`src/rtl/gpio_ctrl_pkg.sv`:
```
// Package: shared constants for the GPIO controller.
// Assumes byte offsets on a word-aligned bus; style codes are 3 bits wide.
package gpio_ctrl_pkg;
    localparam int unsigned OFS_DOUT   = 'h00;
    localparam int unsigned OFS_DIR    = 'h04;
    localparam int unsigned OFS_DIN    = 'h08;
    localparam int unsigned OFS_STAT   = 'h0C;
    localparam int unsigned OFS_STY_LO = 'h10;
    localparam int unsigned OFS_STY_HI = 'h14;

    localparam logic [2:0] STY_LVL_HI = 3'd0;
    localparam logic [2:0] STY_LVL_LO = 3'd1;
    localparam logic [2:0] STY_RISE   = 3'd2;
    localparam logic [2:0] STY_FALL   = 3'd3;
    localparam logic [2:0] STY_ANY    = 3'd4;
endpackage

```
`src/rtl/gpio_sync.sv`:
```
// Module: gpio_sync
// Two-flop synchronizer for a vector of asynchronous pad inputs.
// Assumes each bit is independent (no multi-bit coherence is needed).
module gpio_sync #(
    parameter int unsigned W = 16
) (
    input  logic         clk,
    input  logic         rst_n,
    input  logic [W-1:0] d,
    output logic [W-1:0] q
);
    logic [W-1:0] meta;

    // Two register stages to settle metastability.
    always_ff @(posedge clk) begin
        if (!rst_n) begin
            meta <= '0;
            q    <= '0;
        end else begin
            meta <= d;
            q    <= meta;
        end
    end
endmodule

```
`src/rtl/gpio_event_detect.sv`:
```
// Module: gpio_event_detect
// Per-line level/edge detection and sticky status with write-one clear.
// Assumes lvl is already synchronized; a detection beats a same-cycle clear.
module gpio_event_detect
    import gpio_ctrl_pkg::*;
#(
    parameter int unsigned N  = 16,
    parameter int unsigned SW = 3
) (
    input  logic          clk,
    input  logic          rst_n,
    input  logic [N-1:0]  lvl,
    input  logic [N*SW-1:0] style,
    input  logic [N-1:0]  clr,
    output logic [N-1:0]  status
);
    logic [N-1:0] prev;
    logic [N-1:0] hit;

    // Previous synchronized level, for edge detection.
    always_ff @(posedge clk) begin
        if (!rst_n) prev <= '0;
        else        prev <= lvl;
    end

    for (genvar i = 0; i < N; i++) begin : g_line
        logic [SW-1:0] sty;
        logic          rise;
        logic          fall;
        assign sty  = style[i*SW +: SW];
        assign rise = lvl[i] & ~prev[i];
        assign fall = ~lvl[i] & prev[i];

        // Select this line's trigger condition from its style code.
        always_comb begin
            case (sty)
                SW'(STY_LVL_HI): hit[i] = lvl[i];
                SW'(STY_LVL_LO): hit[i] = ~lvl[i];
                SW'(STY_RISE):   hit[i] = rise;
                SW'(STY_FALL):   hit[i] = fall;
                SW'(STY_ANY):    hit[i] = rise | fall;
                default:         hit[i] = 1'b0;
            endcase
        end

        // Sticky status: clear by write-one, set on detection (set wins).
        always_ff @(posedge clk) begin
            if (!rst_n) status[i] <= 1'b0;
            else        status[i] <= (status[i] & ~clr[i]) | hit[i];
        end

        a_r5_level_high: assert property (@(posedge clk) disable iff (!rst_n)
            (sty == SW'(STY_LVL_HI) && lvl[i]) |=> status[i]);
        a_r6_level_low: assert property (@(posedge clk) disable iff (!rst_n)
            (sty == SW'(STY_LVL_LO) && !lvl[i]) |=> status[i]);
        a_r7_edge_hold: assert property (@(posedge clk) disable iff (!rst_n)
            (sty >= SW'(STY_RISE) && status[i] && !clr[i]) |=> status[i]);
        a_r10_disabled: assert property (@(posedge clk) disable iff (!rst_n)
            (sty > SW'(STY_ANY) && !status[i]) |=> !status[i]);
        a_r11_clear: assert property (@(posedge clk) disable iff (!rst_n)
            (sty > SW'(STY_ANY) && clr[i]) |=> !status[i]);
    end
endmodule

```
`src/rtl/gpio_regfile.sv`:
```
// Module: gpio_regfile
// Bus-visible registers: output data, direction, two style words,
// the status clear strobe and the read multiplexer.
// Assumes N == 2*LPR so two style words cover every line.
module gpio_regfile
    import gpio_ctrl_pkg::*;
#(
    parameter int unsigned N      = 16,
    parameter int unsigned SW     = 3,
    parameter int unsigned LPR    = 8,
    parameter int unsigned ADDR_W = 5,
    parameter int unsigned DATA_W = 32
) (
    input  logic              clk,
    input  logic              rst_n,
    input  logic              wr_en,
    input  logic [ADDR_W-1:0] addr,
    input  logic [DATA_W-1:0] wdata,
    output logic [DATA_W-1:0] rdata,
    input  logic [N-1:0]      din,
    input  logic [N-1:0]      status,
    output logic [N-1:0]      dout,
    output logic [N-1:0]      dir,
    output logic [N*SW-1:0]   style,
    output logic [N-1:0]      clr
);
    localparam int unsigned STY_BITS = LPR * SW;

    // Register writes; reset makes all lines inputs with style 0.
    always_ff @(posedge clk) begin
        if (!rst_n) begin
            dout  <= '0;
            dir   <= '1;
            style <= '0;
        end else if (wr_en) begin
            case (addr)
                ADDR_W'(OFS_DOUT):   dout <= wdata[N-1:0];
                ADDR_W'(OFS_DIR):    dir  <= wdata[N-1:0];
                ADDR_W'(OFS_STY_LO): style[0 +: STY_BITS]        <= wdata[STY_BITS-1:0];
                ADDR_W'(OFS_STY_HI): style[STY_BITS +: STY_BITS] <= wdata[STY_BITS-1:0];
                default: ;
            endcase
        end
    end

    // Write-one-to-clear strobe toward the status bits.
    always_comb begin
        clr = '0;
        if (wr_en && addr == ADDR_W'(OFS_STAT)) clr = wdata[N-1:0];
    end

    // Read multiplexer; unmapped offsets return zero.
    always_comb begin
        rdata = '0;
        case (addr)
            ADDR_W'(OFS_DOUT):   rdata[N-1:0] = dout;
            ADDR_W'(OFS_DIR):    rdata[N-1:0] = dir;
            ADDR_W'(OFS_DIN):    rdata[N-1:0] = din;
            ADDR_W'(OFS_STAT):   rdata[N-1:0] = status;
            ADDR_W'(OFS_STY_LO): rdata[STY_BITS-1:0] = style[0 +: STY_BITS];
            ADDR_W'(OFS_STY_HI): rdata[STY_BITS-1:0] = style[STY_BITS +: STY_BITS];
            default: ;
        endcase
    end

    a_r2_dout_write: assert property (@(posedge clk) disable iff (!rst_n)
        (wr_en && addr == ADDR_W'(OFS_DOUT)) |=> dout == $past(wdata[N-1:0]));
    a_r13_no_side_write: assert property (@(posedge clk) disable iff (!rst_n)
        (wr_en && addr == ADDR_W'(OFS_DIN)) |=> ($stable(dout) && $stable(dir) && $stable(style)));
endmodule

```
`src/rtl/gpio16_ctrl.sv`:
```
// Module: gpio16_ctrl (top)
// Sixteen-line GPIO controller: register file, pad synchronizer,
// per-line interrupt detection and dedicated interrupt outputs.
// Assumes N_IRQ <= N; lines at and above N_IRQ have no output.
module gpio16_ctrl #(
    parameter int unsigned N      = 16,
    parameter int unsigned N_IRQ  = 13,
    parameter int unsigned SW     = 3,
    parameter int unsigned ADDR_W = 5,
    parameter int unsigned DATA_W = 32
) (
    input  logic              clk,
    input  logic              rst_n,
    input  logic              bus_wr_en,
    input  logic [ADDR_W-1:0] bus_addr,
    input  logic [DATA_W-1:0] bus_wdata,
    output logic [DATA_W-1:0] bus_rdata,
    input  logic [N-1:0]      pad_in,
    output logic [N-1:0]      pad_out,
    output logic [N-1:0]      pad_oe,
    output logic [N_IRQ-1:0]  irq_out
);
    localparam int unsigned LPR = N / 2;

    logic [N-1:0]    din;
    logic [N-1:0]    status;
    logic [N-1:0]    dout;
    logic [N-1:0]    dir;
    logic [N*SW-1:0] style;
    logic [N-1:0]    clr;

    gpio_sync #(.W(N)) i_sync (
        .clk(clk), .rst_n(rst_n), .d(pad_in), .q(din)
    );

    gpio_regfile #(.N(N), .SW(SW), .LPR(LPR), .ADDR_W(ADDR_W), .DATA_W(DATA_W)) i_regs (
        .clk(clk), .rst_n(rst_n), .wr_en(bus_wr_en), .addr(bus_addr),
        .wdata(bus_wdata), .rdata(bus_rdata), .din(din), .status(status),
        .dout(dout), .dir(dir), .style(style), .clr(clr)
    );

    gpio_event_detect #(.N(N), .SW(SW)) i_detect (
        .clk(clk), .rst_n(rst_n), .lvl(din), .style(style),
        .clr(clr), .status(status)
    );

    // Pad drive: a direction bit of 1 means input, so the driver is off.
    assign pad_out = dout;
    assign pad_oe  = ~dir;
    // Dedicated interrupt outputs follow the low status bits.
    assign irq_out = status[N_IRQ-1:0];

    a_r1_reset_inputs: assert property (@(posedge clk)
        !rst_n |=> (pad_oe == '0 && irq_out == '0));
    a_r12_irq_clear_follows: assert property (@(posedge clk) disable iff (!rst_n)
        (bus_wr_en && bus_addr == ADDR_W'(gpio_ctrl_pkg::OFS_STAT) && bus_wdata[0]
         && style[SW-1:0] > 3'd4) |=> !irq_out[0]);
endmodule

```
`config.mk`:
```
export PLATFORM = sky130hd
export DESIGN_NAME = gpio16_ctrl
export DESIGN_NICKNAME = d
export VERILOG_FILES = /design/src/rtl/gpio_ctrl_pkg.sv /design/src/rtl/gpio_sync.sv /design/src/rtl/gpio_event_detect.sv /design/src/rtl/gpio_regfile.sv /design/src/rtl/gpio16_ctrl.sv
export SDC_FILE = /design/constraint.sdc
export NUM_CORES = 1
export LEC_CHECK = 0
export CORE_UTILIZATION = 52
export DETAILED_ROUTE_END_ITERATION = 10
export PLACE_DENSITY = 0.81
export SYNTH_ARGS = -nofsm -noshare
export SYNTH_HDL_FRONTEND = slang
export SYNTH_SLANG_ARGS = --single-unit
```
`constraint.sdc`:
```
create_clock -name clk -period 3.7 [get_ports clk]
set_input_delay 1.11 -clock clk [delete_from_list [all_inputs] [get_ports clk]]
set_output_delay 1.11 -clock clk [all_outputs]
set_load 0.005 [all_outputs]
```
==> After elaboration in Yosys (flattened, before gate mapping) <==
Index checks and enable logic that the tools add are counted.
{ "word_totals": {"register_bits": 144, "memories": 0, "ramBits": 0, "elab_cells": 262, "latch_bits": 0, "output_inout_bits": 77, "romBits": 0, "inputBits": 56} }
{ "op_classes": {"order_cmp": 0, "n_eq_ne": 69, "n_shift": 0, "div": 0, "n_bitwise": 129, "n_reduce_logical": 22, "muxes": 19, "n_addsub": 0, "multipliers": 0} }
{ "ops": {"columns": ["operator", "n"], "rows": [
  ["== test 3 x 2 -> 1 bit, second input constant", 32],
  ["case mux 16 bit (6 select lines)", 1],
  ["case mux 1 bit (5 select lines)", 16],
  ["AND 1 bit", 48],
  ["== test 3 x 1 -> 1 bit, second input constant", 16],
  ["== test 3 bit, second input constant", 16],
  ["zero test 3 bit", 16],
  ["NOT 1 bit", 48],
  ["bitwise OR 1 bit", 32],
  ["2-to-1 mux 16 bit", 1],
  ["NOT 16 bit", 1],
  ["case mux 8 bit (2 select lines)", 1],
  ["== test 5 x 4 -> 1 bit, second input constant", 2],
  ["== test 5 bit, second input constant", 2],
  ["AND reduction 2 bit", 4],
  ["== test 5 x 3 -> 1 bit, second input constant", 1],
  ["zero test 5 bit", 1],
  ["logical AND 1 bit", 1]
]} }

==> Logic depth before layout (Yosys ltp) <==
{ "logic_depth": {"ltp_word": 6, "ltp_mapped": 7, "depth_no_buf": 5} }

==> Cells and area by module <==
From an unflattened synthesis, not the netlist that was laid out.
{ "unflattened": {"cells_unflattened": 787, "area_unflattened_um2": 7484.7} }
{ "modules_own_cells": {"columns": ["module", "instances", "area_per_inst_um2", "cells_each", "seq_area_each_um2"], "rows": [
  ["gpio_regfile", 1, 4219.0, 441, 1601.5],
  ["gpio_event_detect", 1, 2309.7, 263, 640.6],
  ["gpio_sync", 1, 895.9, 67, 640.6],
  ["gpio16_ctrl", 1, 60.1, 16, 0.0]
]} }

==> Least setup slack after synthesis <==
No wires, ideal clock.
{ "synth_path": {"path_kind": "input to output", "startpoint": "in bus_addr[2]", "endpoint": "out bus_rdata[11]", "arrival_time_ps": 2328, "n_path_buf": 3, "cell_stages": 7, "setup_slack_ps": 262, "required_ps": 2590, "cell_sequence": "buf_4 -> buf_4 -> buf_2 -> mux2i_1 -> nor3_1 -> a221oi_1 -> nand2_1"} }
{ "synth_between": {"elab_chain_cells": 2, "word_cells_on_any_way": 7, "cone_classes": "5 x eq/ne; 1 x mux; 1 x reduce/logical"} }
{ "synth_rtl": {"columns": ["item", "line", "source"], "rows": [
  ["start: declaration", "gpio16_ctrl.sv:15", "input logic [ADDR_W-1:0] bus_addr,"],
  ["== test 5 bit, or another cell as far along", "gpio_regfile.sv:55", "case (addr)"],
  ["case mux 16 bit (6 select lines) *", "gpio_regfile.sv:55", null],
  ["end: declaration", "gpio16_ctrl.sv:17", "output logic [DATA_W-1:0] bus_rdata,"]
]} }
Every way passes the cells marked *; elsewhere a longest branch is shown, timed or not.

==> Worst setup path in the final report <==
{ "layout_path": {"startpoint": "in bus_addr[3]", "endpoint": "out bus_rdata[8]"} }
Same word-level chain as after synthesis.

==> summary.md <==
| Metric | Value |
|---|---|
| Remaining routing DRC violations | `0` |
| Pin count of the biggest net entering global routing | `81` |
| Largest clock skew in the final design | `0.004981 ns` |
| Clock-pin slew of the registers on the worst-case setup and hold paths | `0.06 ns` |
| Hold path start | `i_sync.meta[15]$_SDFF_PN0_` |
| Hold Vio Cnt, Final | `0` |
| Result of the run | `completed` |
| P_leak | `~3.5 nW` |
| Type of element capturing the critical path | `output port` |
| Area enclosed by the die boundary | `13710 um2` |
| Root Buffer | `sky130_fd_sc_hd__clkbuf_16` |
| Number of global-route vias before repair | `5912` |
| Clock share of power | `46.6%` |
| Element type at the critical path start | `input port` |
| Initial cell density of the core | `53.90%` |
| First-pass iteration count of the detailed router | `6` |
| Final-report max-slew violation count | `0` |
| Total track usage | `between 20% and 30%` |
| Final standard cell count with taps included and fillers excluded | `1062` |
| Largest vdd supply drop | `0.2933 mV` |
| Max Fanout on Critical Path | `6` |
| Per-instance average area after synthesis | `9.024 um2` |
| Iteration-0 DRC count of the detailed router | `between 600 and 700` |
| Total vias in the final route | `around 6000` |
| Overall die height | `117.1 um` |
| Data arrival, critical path | `2.56 ns` |
| Input/output buffers | `116` |
| Floorplan die width | `about 120 um` |
| Number of warnings reported in the yosys synthesis log | `0` |
| Cell area power density | `408.2 nW/um2` |
| H-tree levels | `4` |
| Number of fill cells in the layout | `940` |
| Std-Cell Core Area | `12770 um2` |
| Flop and latch count out of synthesis | `144` |
| Internal power summed over all cells | `about 2.8 mW` |
| Std cell rows | `41` |
| Path depth of the worst reg2reg path | `5` |
| Max_cap viols | `0` |
| Number of cells after detailed placement | `around 1000` |
| Synth unique cells | `40` |
| Number of routed nets with antenna violations | `0` |
| Peak clock frequency supported by timing | `between 200 and 300 MHz` |
| Top cells by instance count after synthesis | `sky130_fd_sc_hd__dfxtp_1, sky130_fd_sc_hd__nand2_1, sky130_fd_sc_hd__o21ai_0, sky130_fd_sc_hd__nand3_1, sky130_fd_sc_hd__inv_1` |
| Total non-filler cell area in the finished layout | `8880 um2` |
| Total detailed-routing wirelength | `18940 um` |
| Global-route wire length before repair | `29460 um` |
| Switching power summed over all nets | `0.7982 mW` |
| Total power of the final layout | `between 3 and 4 mW` |
| Switching part of the total power | `between 20 and 25%` |
| Cells on Worst Hold Path | `1` |
| Data required time of the worst path | `2.59 ns` |
| Post-DP HPWL | `12790 um` |
| Mean routed wirelength per cell | `roughly 18 um` |
| Cell type with the largest total area after synthesis | `sky130_fd_sc_hd__dfxtp_1` |
| Normalized max-slew margin | `55.22%` |
| Syn Std Cell Area | `6885 um2` |
| Setup Viol. Count Final | `0` |
| Maximum clock path buffer count | `2` |
| Most used standard cell by instance count after synthesis | `sky130_fd_sc_hd__dfxtp_1` |
| Number of hold buffers added after cts | `0` |
| Comb power frac | `8.6%` |
| Final critical-path required period | `3.671 ns` |
| Ant. Diodes | `0` |
| Worst setup slack after placement | `-0.8330 ns` |
| Placed instance area | `around 8200 um2` |
| Minimum hold slack | `0.4292 ns` |
| Total overflow reported by the global router | `0` |
| Worst slew pin tran | `0.6698 ns` |
| Initial antenna violation count | `0` |
| Flip-flop cell with the highest count after synthesis | `sky130_fd_sc_hd__dfxtp_1` |
| Num CTS Buffers | `17` |
| Synthesized instance count | `763` |
| Number of I/O pins | `133` |
| Sink Count | `~140` |
| Part of the power in registers | `44.8%` |
| Fraction of the yosys area taken by sequential cells | `around two fifths` |
| Final setup margin | `0.02871 ns` |
| Final Cycle Share | `approximately 99%` |
| Worst flop-to-flop path startpoint | `i_sync.q[10]$_SDFF_PN0_` |
| Post-DR vias/cell | `5.808` |
| Layout cell share with drive strength beyond 1 | `14.61%` |
| Kind of critical path | `input port to output port` |
| Startpoint of the worst setup timing path | `bus_addr[3]` |
| Clock tree from TritonCTS | `built` |
| Share of synthesized flip-flops with an asynchronous set or reset | `0%` |
| Area share of the leading cell type in the synthesized netlist | `about two fifths` |
| Number of flops mapped to enable cells by yosys | `0` |
| Worst hold-check path type | `flop to flop` |
| Net count of the finished layout | `969` |
| Layout area overhead | `28.97%` |
| Insertion delay of the later-clocked pin in the worst-skew pair | `approximately 0.42 ns` |
| Gp weighted congestion | `0.8482` |
| Top post-synthesis cells by area | `sky130_fd_sc_hd__dfxtp_1, sky130_fd_sc_hd__ha_1, sky130_fd_sc_hd__nand2_1` |
[sequential cells by signal, indices dropped and copies added (netlist names)]
name	flops
i_detect.prev	16
i_regs.dir	16
i_regs.style	48
i_detect.status	16
i_sync.q	16
i_regs.dout	16
i_sync.meta	16
[metal layers]
layer  track usage (%)  part of all wire (%)
met4             11.05                   2.4
met3             6.797                   7.8
met5                 0                     0
met1             35.55                    42
met2             48.24                    48
[what timing repair did]
action                                  CTS  global route
endpoints found under the setup margin   24            11
endpoints found under the hold margin     0             0
cloned                                    2             0
buffers inserted                          7             1
pin swaps                                13             2
resized for setup                       117             8
[placed cells by master (no fill, tap or decap), drive strengths merged, types with 13 or more instances in the layout]
cell           Yosys  routed
ha                32      32
nor3              13      13
a211oi            32      32
and2              48      48
mux2i             16      16
o31a              16      16
a21boi            32      32
nor4b             16      16
nor2b             16      16
clkbuf            24      23
nand3             50      50
nor2              21      21
o211ai            16      16
inv               49      49
a21oi             16      16
dfxtp            144     144
nand2             85      85
clkdlybuf4s50      0      86
buf               42      63
o21ai             54      54
[metrics by stage]
step                      util, %   TNS (ns)
after global placement      64.32     -16.02
after floorplan                 -          0
after CTS                   69.45  -0.001637
after global routing        69.52  -0.001665
final                       69.52          0
after detailed placement    64.32     -16.98
[path summary, 6_finish.rpt]
check                                                      end  slack, ns
worst max-delay path                              bus_rdata[8]       0.03
worst min register to register         i_sync.q[15]$_SDFF_PN0_       0.43
worst max register to register  i_detect.status[10]$_SDFF_PN0_       2.20
worst min-delay path                   i_sync.q[15]$_SDFF_PN0_       0.43
[area by class of cell]
cell class / instances / area, um2 / share of cell area, %
multi-input cells: 511 / 3537 / 39.83
flip-flops and latches: 144 / 2883 / 32.46
repair buffers: 158 / 1489 / 16.77
clock buffers: 20 / 456.7 / 5.143
well taps: 172 / 215.2 / 2.424
inverters: 49 / 183.9 / 2.071
clock inverters: 8 / 115.1 / 1.296
[power groups by stage]
stage                     Clock [mW]  Sequential (mW)  Combinational, mW
after floorplan                    0             1.64              0.172
after global placement             0             1.65              0.286
after global routing            1.77             1.63              0.338
after detailed placement           0             1.66              0.297
final                           1.69             1.62              0.311
after CTS                       1.70             1.62              0.305
[worst max-delay path, cell delays in order]
cell                            delay (ns)
sky130_fd_sc_hd__buf_2                0.12
sky130_fd_sc_hd__or4b_4               0.59
sky130_fd_sc_hd__buf_4                0.17
sky130_fd_sc_hd__buf_6                0.12
sky130_fd_sc_hd__o21ai_1              0.18
sky130_fd_sc_hd__dlygate4sd2_1        0.27
[kinds of logic (layout without fill, tap and decap cells)]
| family | count (synthesis) | count (layout) | synth area share [%] |
|---|---|---|---|
| AO/OA/AOI/OAI | 194 | 194 | 19.99 |
| adder cells (fa/ha/maj) | 32 | 32 | 5.815 |
| buffers and inverters | 115 | 235 | 8.232 |
| flip-flops | 144 | 144 | 41.87 |
| multiplexers | 22 | 22 | 4.289 |
| other | 1 | 8 | 0.05446 |
| AND/OR/NAND/NOR | 255 | 255 | 19.75 |
(Power assumes the default switching activity.)
